**src/rtl/spi_regacc_pkg.sv**
```systemverilog
`timescale 1ns/1ps
package spi_regacc_pkg;
  localparam int FRAME_W = 32;
  localparam int DATA_W  = 24;
  localparam int ADDR_W  = 5;
  localparam int TAG_W   = 3;
  localparam logic [TAG_W-1:0] DEV_TAG = 3'b101;

  typedef enum logic [2:0] {
    S_IDLE, S_XFER, S_GAP, S_RECV, S_FIN
  } seq_state_t;

  // Outgoing word: data first, then {address, tag}
  function automatic logic [FRAME_W-1:0] make_frame(logic [DATA_W-1:0] d,
                                                    logic [ADDR_W-1:0] a);
    return {d, a, DEV_TAG};
  endfunction

  function automatic logic tag_ok(logic [FRAME_W-1:0] rx);
    return rx[TAG_W-1:0] == DEV_TAG;
  endfunction

  function automatic logic [DATA_W-1:0] rx_payload(logic [FRAME_W-1:0] rx);
    return rx[FRAME_W-1 -: DATA_W];
  endfunction
endpackage

```
**src/rtl/spi_regacc_clkgen.sv**
```systemverilog
`timescale 1ns/1ps
module spi_regacc_clkgen #(
  parameter int DIV = 8
) (
  input  logic clk,
  input  logic rst_n,
  input  logic run,
  output logic sclk,
  output logic rise_tick,
  output logic fall_tick
);
  localparam int HALF = DIV / 2;
  localparam int CW   = $clog2(DIV);

  logic [CW-1:0] cnt_q;

  assign rise_tick = run && (cnt_q == CW'(HALF - 1));
  assign fall_tick = run && (cnt_q == CW'(DIV - 1));

  always_ff @(posedge clk or negedge rst_n) begin
    if (!rst_n) begin
      cnt_q <= '0;
      sclk  <= 1'b0;
    end else if (!run) begin
      cnt_q <= '0;
      sclk  <= 1'b0;
    end else begin
      cnt_q <= fall_tick ? '0 : cnt_q + 1'b1;
      if (rise_tick)      sclk <= 1'b1;
      else if (fall_tick) sclk <= 1'b0;
    end
  end
endmodule

```
**src/rtl/spi_regacc_shifter.sv**
```systemverilog
`timescale 1ns/1ps
module spi_regacc_shifter
  import spi_regacc_pkg::*;
(
  input  logic               clk,
  input  logic               rst_n,
  input  logic               start,
  input  logic [FRAME_W-1:0] load_word,
  input  logic               fall_tick,
  input  logic               miso,
  output logic               active,
  output logic               mosi,
  output logic               frame_end,
  output logic [FRAME_W-1:0] rx_word
);
  localparam int BW = $clog2(FRAME_W);

  logic [FRAME_W-1:0] tx_q;
  logic [BW-1:0]      bit_q;

  assign frame_end = active && fall_tick && (bit_q == BW'(FRAME_W - 1));
  assign mosi      = active && tx_q[FRAME_W-1];

  always_ff @(posedge clk or negedge rst_n) begin
    if (!rst_n) begin
      active  <= 1'b0;
      tx_q    <= '0;
      rx_word <= '0;
      bit_q   <= '0;
    end else if (start) begin
      active <= 1'b1;
      tx_q   <= load_word;
      bit_q  <= '0;
    end else if (active && fall_tick) begin
      tx_q    <= {tx_q[FRAME_W-2:0], 1'b0};
      rx_word <= {rx_word[FRAME_W-2:0], miso};
      bit_q   <= bit_q + 1'b1;
      if (frame_end) active <= 1'b0;
    end
  end
endmodule

```
**src/rtl/spi_regacc_seq.sv**
```systemverilog
`timescale 1ns/1ps
module spi_regacc_seq
  import spi_regacc_pkg::*;
#(
  parameter int GAP_CYC = 2
) (
  input  logic               clk,
  input  logic               rst_n,
  input  logic               req_valid,
  output logic               req_ready,
  input  logic               req_rd,
  input  logic [ADDR_W-1:0]  req_addr,
  input  logic [DATA_W-1:0]  req_wdata,
  input  logic               frame_end,
  input  logic [FRAME_W-1:0] rx_word,
  output logic               start,
  output logic [FRAME_W-1:0] load_word,
  output logic               rsp_done,
  output logic               rsp_err,
  output logic [DATA_W-1:0]  rsp_rdata
);
  localparam int GW = $clog2(GAP_CYC + 1);

  seq_state_t    state_q;
  logic          is_rd_q;
  logic [GW-1:0] gap_q;
  logic          gap_clear, accept;

  assign gap_clear = (gap_q == '0);
  assign req_ready = (state_q == S_IDLE) && gap_clear;
  assign accept    = req_valid && req_ready;
  assign start     = accept || ((state_q == S_GAP) && gap_clear);

  always_comb begin
    load_word = '0;
    if (state_q == S_IDLE)
      load_word = req_rd ? make_frame(DATA_W'(req_addr), ADDR_W'(0))
                         : make_frame(req_wdata, req_addr);
  end

  always_ff @(posedge clk or negedge rst_n) begin
    if (!rst_n) begin
      state_q   <= S_IDLE;
      is_rd_q   <= 1'b0;
      gap_q     <= '0;
      rsp_done  <= 1'b0;
      rsp_err   <= 1'b0;
      rsp_rdata <= '0;
    end else begin
      if (frame_end)       gap_q <= GW'(GAP_CYC);
      else if (!gap_clear) gap_q <= gap_q - 1'b1;

      rsp_done <= ((state_q == S_XFER) && frame_end && !is_rd_q) || (state_q == S_FIN);
      rsp_err  <= (state_q == S_FIN) && !tag_ok(rx_word);
      if (state_q == S_FIN) rsp_rdata <= rx_payload(rx_word);

      unique case (state_q)
        S_IDLE: if (accept) begin
          state_q <= S_XFER;
          is_rd_q <= req_rd;
        end
        S_XFER: if (frame_end) state_q <= is_rd_q ? S_GAP : S_IDLE;
        S_GAP:  if (gap_clear) state_q <= S_RECV;
        S_RECV: if (frame_end) state_q <= S_FIN;
        S_FIN:  state_q <= S_IDLE;
        default: state_q <= S_IDLE;
      endcase
    end
  end
endmodule

```
**src/rtl/spi_regacc_master.sv**
```systemverilog
`timescale 1ns/1ps
module spi_regacc_master
  import spi_regacc_pkg::*;
#(
  parameter int SCLK_DIV = 8,
  parameter int GAP_CYC  = 2
) (
  input  logic               clk,
  input  logic               rst_n,
  input  logic               req_valid,
  output logic               req_ready,
  input  logic               req_rd,
  input  logic [ADDR_W-1:0]  req_addr,
  input  logic [DATA_W-1:0]  req_wdata,
  output logic               rsp_done,
  output logic               rsp_err,
  output logic [DATA_W-1:0]  rsp_rdata,
  output logic               spi_sclk,
  output logic               spi_cs_n,
  output logic               spi_mosi,
  input  logic               spi_miso
);
  // Internal events, named for the checker
  logic               frame_active;
  logic               rise_tick, fall_tick, frame_end, frame_start;
  logic [FRAME_W-1:0] load_word, rx_word;

  assign spi_cs_n = !frame_active;

  spi_regacc_clkgen #(.DIV(SCLK_DIV)) u_clkgen (
    .clk(clk), .rst_n(rst_n), .run(frame_active),
    .sclk(spi_sclk), .rise_tick(rise_tick), .fall_tick(fall_tick)
  );

  spi_regacc_shifter u_shifter (
    .clk(clk), .rst_n(rst_n), .start(frame_start), .load_word(load_word),
    .fall_tick(fall_tick), .miso(spi_miso), .active(frame_active),
    .mosi(spi_mosi), .frame_end(frame_end), .rx_word(rx_word)
  );

  spi_regacc_seq #(.GAP_CYC(GAP_CYC)) u_seq (
    .clk(clk), .rst_n(rst_n), .req_valid(req_valid), .req_ready(req_ready),
    .req_rd(req_rd), .req_addr(req_addr), .req_wdata(req_wdata),
    .frame_end(frame_end), .rx_word(rx_word), .start(frame_start),
    .load_word(load_word), .rsp_done(rsp_done), .rsp_err(rsp_err),
    .rsp_rdata(rsp_rdata)
  );
endmodule

```
**config.mk**
```make
export PLATFORM = sky130hd
export DESIGN_NAME = spi_regacc_master
export DESIGN_NICKNAME = d
export VERILOG_FILES = /design/src/rtl/spi_regacc_pkg.sv /design/src/rtl/spi_regacc_clkgen.sv /design/src/rtl/spi_regacc_shifter.sv /design/src/rtl/spi_regacc_seq.sv /design/src/rtl/spi_regacc_master.sv
export SDC_FILE = /design/constraint.sdc
export NUM_CORES = 1
export LEC_CHECK = 0
export BUFFER_PORTS_ARGS = -buffer_cell sky130_fd_sc_hd__buf_2
export CORE_MARGIN = 2
export CORE_UTILIZATION = 59
export CTS_BUF_LIST = sky130_fd_sc_hd__clkbuf_4
export DETAILED_ROUTE_END_ITERATION = 10
export PLACE_DENSITY = 0.79
export SYNTH_ARGS = -nofsm -noshare
export SYNTH_HDL_FRONTEND = slang
export SYNTH_SLANG_ARGS = --single-unit
```
**constraint.sdc**
```tcl
create_clock -name clk -period 2.3 [get_ports clk]
set_clock_uncertainty 0.15 [all_clocks]
set_input_delay 0.345 -clock clk [delete_from_list [all_inputs] [get_ports clk]]
set_output_delay 0.345 -clock clk [all_outputs]
set_load 0.02 [all_outputs]
```
======== Yosys cells after proc, flatten, opt, wreduce, memory -nomap -nowiden ========
Index checks and enable logic that the tools add are counted.
W data, S select, Z words.
storage, ports and cells
  flip-flop bits (word level) ............. 106
  bits in latches ......................... 0
  memory bits (writable) .................. 0
  memory bits (read-only) ................. 0
  bits of input ports ..................... 34
  output and inout bits ................... 30
  logic and storage cells ................. 76
  memories kept ........................... 0
operators by class
  add/sub/neg operators ................... 3
  multipliers ............................. 0
  div/mod/pow operators ................... 0
  $lt $le $gt $ge ......................... 0
  equal/unequal tests ..................... 14
  shift operators ......................... 0
  multiplexer cells ....................... 22
  bitwise logic cells ..................... 1
  reduce and logical (&&, ||, !) cells .... 24
operator list
  operator               number
  $mux W32               4
  $mux W3                6
  $pmux W3 S4            1
  $logic_and A1 B1 Y1    11
  $mux W5                2
  $ne A2 B1 Y1 const B   5
  $eq A3 B2 Y1 const B   3
  $eq A3 B3 Y1 const B   3
  $mux W1                6
  $mux W2                3
  $reduce_and A2 Y1      3
  $add A5 B1 Y5 const B  1
  $eq A5 B5 Y1 const B   1
  $reduce_and A4 Y1      1
  $reduce_bool A2 Y1     2
  $add A3 B1 Y3 const B  1
  $eq A3 B1 Y1 const B   1
  $logic_not A1 Y1       3
  $logic_not A3 Y1       1
  $ne A3 B3 Y1 const B   1
  $logic_not A2 Y1       1
  $logic_or A1 B1 Y1     2
  $sub A2 B1 Y2 const B  1
  $not A1 Y1             1

======== Logic depth before layout (Yosys ltp) ========
  depth in word-level cells ............... 7
  gate-level depth with buffers ........... 7
  depth with buffers taken out ............ 5

======== By module ========
From an unflattened synthesis, not the netlist that was laid out.
unflattened totals
  cell total of the unflattened synthesis .. 383
  area, all modules ....................... 4805.9 sq um
by module, submodules not included
  module              times used  cells each  area each (sq um)  seq. area each (sq um)
  spi_regacc_shifter  1           238         3059.2             1751.7
  spi_regacc_seq      1           127         1539.0             800.8
  spi_regacc_clkgen   1           17          203.9              100.1
  spi_regacc_master   1           1           3.8                0.0

======== Least setup slack after synthesis ========
OpenSTA, ideal clock, no wires.
  path kind ............................... flip-flop to flip-flop
  start point ............................. register u_clkgen.cnt_q[0]
  end point ............................... register u_shifter.rx_word[0]
  setup time .............................. 0.125 ns
  data arrival time ....................... 1.673 ns
  required time ........................... 2.025 ns
  path slack .............................. 0.352 ns
  cell stages (with the launch flop) ...... 8
  path buffers ............................ 2
  clock period less this slack ............ 1.948 ns
  path through ............................ dfrtp_1 -> ha_1 -> ha_1 -> and2_1 -> buf_6 -> o31ai_4 -> buf_6 -> mux2_2
on the way
  longest elaborated chain between the ends .. 4
ends and longest elaborated chain
  element                             line                      text
  start, declared                     spi_regacc_clkgen.sv:15   logic [CW-1:0] cnt_q;
  start signal, assigned              spi_regacc_clkgen.sv:28   cnt_q <= fall_tick ? '0 : cnt_q + 1'b1;
  $eq A3 B3 Y1                        spi_regacc_clkgen.sv:18   assign fall_tick = run && (cnt_q == CW'(DIV - 1));
  $logic_and A1 B1 Y1                 spi_regacc_clkgen.sv:18
  $logic_and A1 B1 Y1                 spi_regacc_shifter.sv:34  end else if (active && fall_tick) begin
  $reduce_and A2 Y1 (no source line)  -
  end signal, assigned                spi_regacc_shifter.sv:36  rx_word <= {rx_word[FRAME_W-2:0], miso};
  end, declared                       spi_regacc_shifter.sv:14  output logic [FRAME_W-1:0] rx_word
Every way passes these cells.
A chain may end at the register's enable or synchronous reset.

======== Final worst setup path ========
  start point ............................. register u_seq.gap_q[0]
  end point ............................... output req_ready
on the way
  longest elaborated chain between the ends .. 2
ends and longest elaborated chain
  element                 line                     text
  start, declared         spi_regacc_seq.sv:26     logic [GW-1:0] gap_q;
  start signal, assigned  spi_regacc_seq.sv:50     if (frame_end) gap_q <= GW'(GAP_CYC);
  start signal, assigned  spi_regacc_seq.sv:51     else if (!gap_clear) gap_q <= gap_q - 1'b1;
  $logic_not A2 Y1        spi_regacc_seq.sv:29     assign gap_clear = (gap_q == '0);
  $logic_and A1 B1 Y1     spi_regacc_seq.sv:30     assign req_ready = (state_q == S_IDLE) && gap_clear;
  end, declared           spi_regacc_master.sv:11  output logic req_ready,
Every way passes these cells.

==> flow_results.org <==
** Timing
- The max-slew violation total from the final report is 0.
- Share of the clock period used by the worst path after layout :: 92.48%
- The routed design could run at a clock period as short as between 2 and 2.5 ns.
- Slew at the pin with the worst max-slew slack :: roughly 0.56 ns
- Summed over all failing endpoints, the final setup total negative slack is 0 ns.
- Final hold analysis gives a worst-case slack of 0.05546 ns.
- Final number of hold-violating endpoints :: 0
- The worst pin sits at a relative slew slack of 62.89%.
- Setup repair after global routing left no endpoint under its margin.
- Number of endpoints failing setup at the final stage :: 0
- Based on the critical path, the design can be clocked at up to 0.4701 GHz.

** Flow run
- Max-cap violations in this run came to 0.

** Die
- Die outline width :: about 91 um
- In this run the count of I/O pins placed on the die edge is 64.
- Height of the die :: 90.66 um
- The floorplan step defined a die boundary enclosing between 8000 and 9000 um2.
- Std-Cell Rows :: 31
- Starting Density :: 61.08%
- Core ar. :: 7253 um2

** Min path
- Destination of the worst hold path :: u_shifter.tx_q[12]
- The worst hold path was traced through 3 stages.
- Startpoint of the tightest hold check path :: req_wdata[4]
- In this run the worst hold path is classified as input pin to register.

** Setup path
- Flop2flop setup slack :: 0.24 ns
- Largest fanout of any net on the critical path :: 5
- Worst Setup Start Kind :: register
- Data arrival at the endpoint of the critical path :: 1.63 ns
- The critical path is of the register to primary output type.
- STA classifies the critical path endpoint as a primary output.
- Worst reg2reg path startpoint :: u_clkgen.cnt_q[0]
- Measured in cells, the most critical reg-to-reg path has a length of 6.
- Reg2Reg Capture Point :: u_shifter.rx_word[12]
- Data on the critical path is required at its endpoint by between 1.5 and 2 ns.

** Yosys
- Synthesis produced 313 cells.
- FFs w/ async S/R, synth :: 100.0%
- Yosys warning total :: 0
- The biggest area contributor in the post-synthesis netlist is dfrtp_1.
- When the netlist entered floorplanning its net count stood at between 300 and 400.
- Dominant cell by count in the synthesized netlist :: dfrtp_1
- In this run, synthesis inferred 0 flip-flops with an integrated enable.
- Number of different library cells in the post-synthesis netlist :: 32
- Commonest cells in the netlist :: dfrtp_1 (106), mux2_2 (55), mux2i_1 (36), o2bb2ai_1 (24), nand2_1 (14)
- Commonest register cell after synthesis :: dfrtp_1
- In this run the biggest area consumer among cell types represents 59.87% of the synthesized area.
- Cell types occupying the most area after synthesis :: dfrtp_1 (60%), mux2_2 (14%), mux2i_1 (8.1%), o2bb2ai_1 (4.7%), ha_1 (1.7%)
- Sequential fraction of the synthesis area :: 59.87%
- Summed instance area of the synthesized netlist :: roughly 4400 um2
- Mean Syn Cell Area :: 14.15 um2
- FF+latch count, synth :: 106

** Drt
- Routed Wire Length :: approximately 7.7 mm
- Drc violations :: 0
- Detailed Routing Iterations Pass 1 :: 4
- Iteration-0 DRC Markers :: 86
- In this run the remaining antenna-violating nets after routing total 0.
- Detail-routed net length per standard cell :: 15.08 um
- Via count :: roughly 2700
- Post-DR vias/cell :: ~5.4

** GRT
- Across every metal layer, demand over resource in global routing totals 20.80%.
- The number of global-route vias before repair was 2905.
- Maximum number of pins on one net before global-route repair :: roughly 110
- The first global-routing pass estimated 13.69 mm of wire.
- The total overflow left after global routing is 0.
- The number of antenna violations at the first check in global routing is 0.

** Placed design
- Summed over all nets, the half-perimeter wirelength after detailed placement is 4.860 mm.
- Number of buffers added on ports :: 63
- Routability-driven placement finished with a final weighted congestion of a little under 0.8.

** Finish
- Area added between synthesis and finish :: 19.74%
- Cells fill 73.14% of the core in the end.
- Number of fillers in the final layout :: about 500
- Of the cells placed in the final design, the portion with a size suffix greater than 1 is 36.74%.
- Number of antenna repair diodes :: 0
- Post-layout net count :: 446

** Pwr
- Total power for the finished layout comes to 0.004585 W.
- Max IR drop VDD :: around 0.55 mV
- Leakage :: 2.620 nW
- Power density of the placed cells :: 864.2 nW/um2

** Clock tree
- Clock latency on the worst-skew pair, taken at its later pin, is 0.45 ns.
- Clock slew seen by the registers of the worst setup and hold paths :: 0.16 ns
- Number of buffers on the longest clock path :: 2
- The clock tree synthesis step divided the H-tree into 3 levels.
- Clock tree root driver cell :: clkbuf_4
- TritonCTS built the clock tree.
- Num CTS Buffers :: 9
- Total number of clock tree sinks :: 106

** Outcome
- Status :: finished clean
[through the flow]
| stage | cell area (um2) | std cells | worst slack [ns] |
|---|---|---|---|
| 5_1_grt | 5305 | 510 | 0.04444 |
| 4_1_cts | 5303 | 510 | 0.07801 |
| 3_3_place_gp | 4882 | 468 | 0.3235 |
| 6_report | 5305 | 510 | 0.1730 |
| 2_1_floorplan | 4431 | 313 | 0.3525 |
| 3_5_place_dp | 4882 | 468 | 0.2685 |
[report_power, final]
group,total [W],switching [W],internal [W],leakage (nW)
combinational,0.00110,0.000539,0.000565,1.12
sequential,0.00247,0.000227,0.00224,1.41
clock,0.00101,0.000644,0.000365,0.0866
[worst max-delay path by stage]
stage	from	end	slack [ns]
6_report	u_seq.gap_q[0]	req_ready	0.17
5_1_grt	u_seq.gap_q[0]	req_ready	0.04
4_1_cts	u_seq.gap_q[0]	req_ready	0.08
3_5_place_dp	u_clkgen.cnt_q[0]	u_shifter.rx_word[8]	0.27
3_3_place_gp	u_clkgen.cnt_q[0]	u_shifter.rx_word[10]	0.32
2_1_floorplan	u_clkgen.cnt_q[0]	u_shifter.rx_word[0]	0.35
[per-layer routing]
metal,GRT usage (%),wire [um],vias to the layer above
li1,-,-,1318
met1,26.83,3496,1367
met2,34.14,3778,43
met5,0,0,-
met4,6.923,152,0
met3,5.843,264,13
[registers in the layout, indices dropped and copies added (netlist names), 2 cells and up]
signal	cells
u_seq.rsp_rdata	24
u_shifter.tx_q	32
u_seq.gap_q	2
u_seq.state_q	3
u_shifter.bit_q	5
u_shifter.rx_word	32
u_clkgen.cnt_q	3
[cells in the final DEF (no fill, tap or decap), drive strengths merged, types with 6 or more instances in the layout]
master / instances
dfrtp: 106
buf: 72
mux2: 57
mux2i: 36
dlygate4sd3: 26
o2bb2ai: 24
nand2: 14
inv: 13
nor2: 9
clkbuf: 9
a21oi: 6
ha: 6
[worst max-delay path, cell delays in order (launching register included)]
cell and delay [ns]:
dfrtp_1 0.42, inv_1 0.08, ha_2 0.26, nand2b_4 0.10, nor3_1 0.13, buf_2 0.20
[cell type report]
class                           instances  area (um2)  share of cell area, %
Sequential cell                       106        2653                  50.00
Multi-Input combinational cell        183        1655                  31.20
Timing Repair Buffer                   98       683.2                  12.88
Tap cell                               99       123.9                  2.335
Clock inverter                          7       92.59                  1.745
Clock buffer                            9       67.56                  1.274
Inverter                                8       30.03                 0.5660
[logic make-up (layout without fill, tap and decap cells)]
logic type      count (synthesis)  in the layout  synth area share [%]
compound gates                 44             44                 7.823
xor+xnor                        3              3                0.5932
fa+ha+maj                       6              6                 1.694
buf+inv                        24            122                 3.078
flops                         106            106                 59.87
mux                            93             93                 22.62
simple gates                   37             37                 4.321
[timing repair]
action	CTS	global route
resized for setup	0	1
setup buffers	0	0
hold endpoints to repair	131	0
hold buffers	26	0
setup endpoints to repair	0	1
Power figures use the tool's default switching activity.
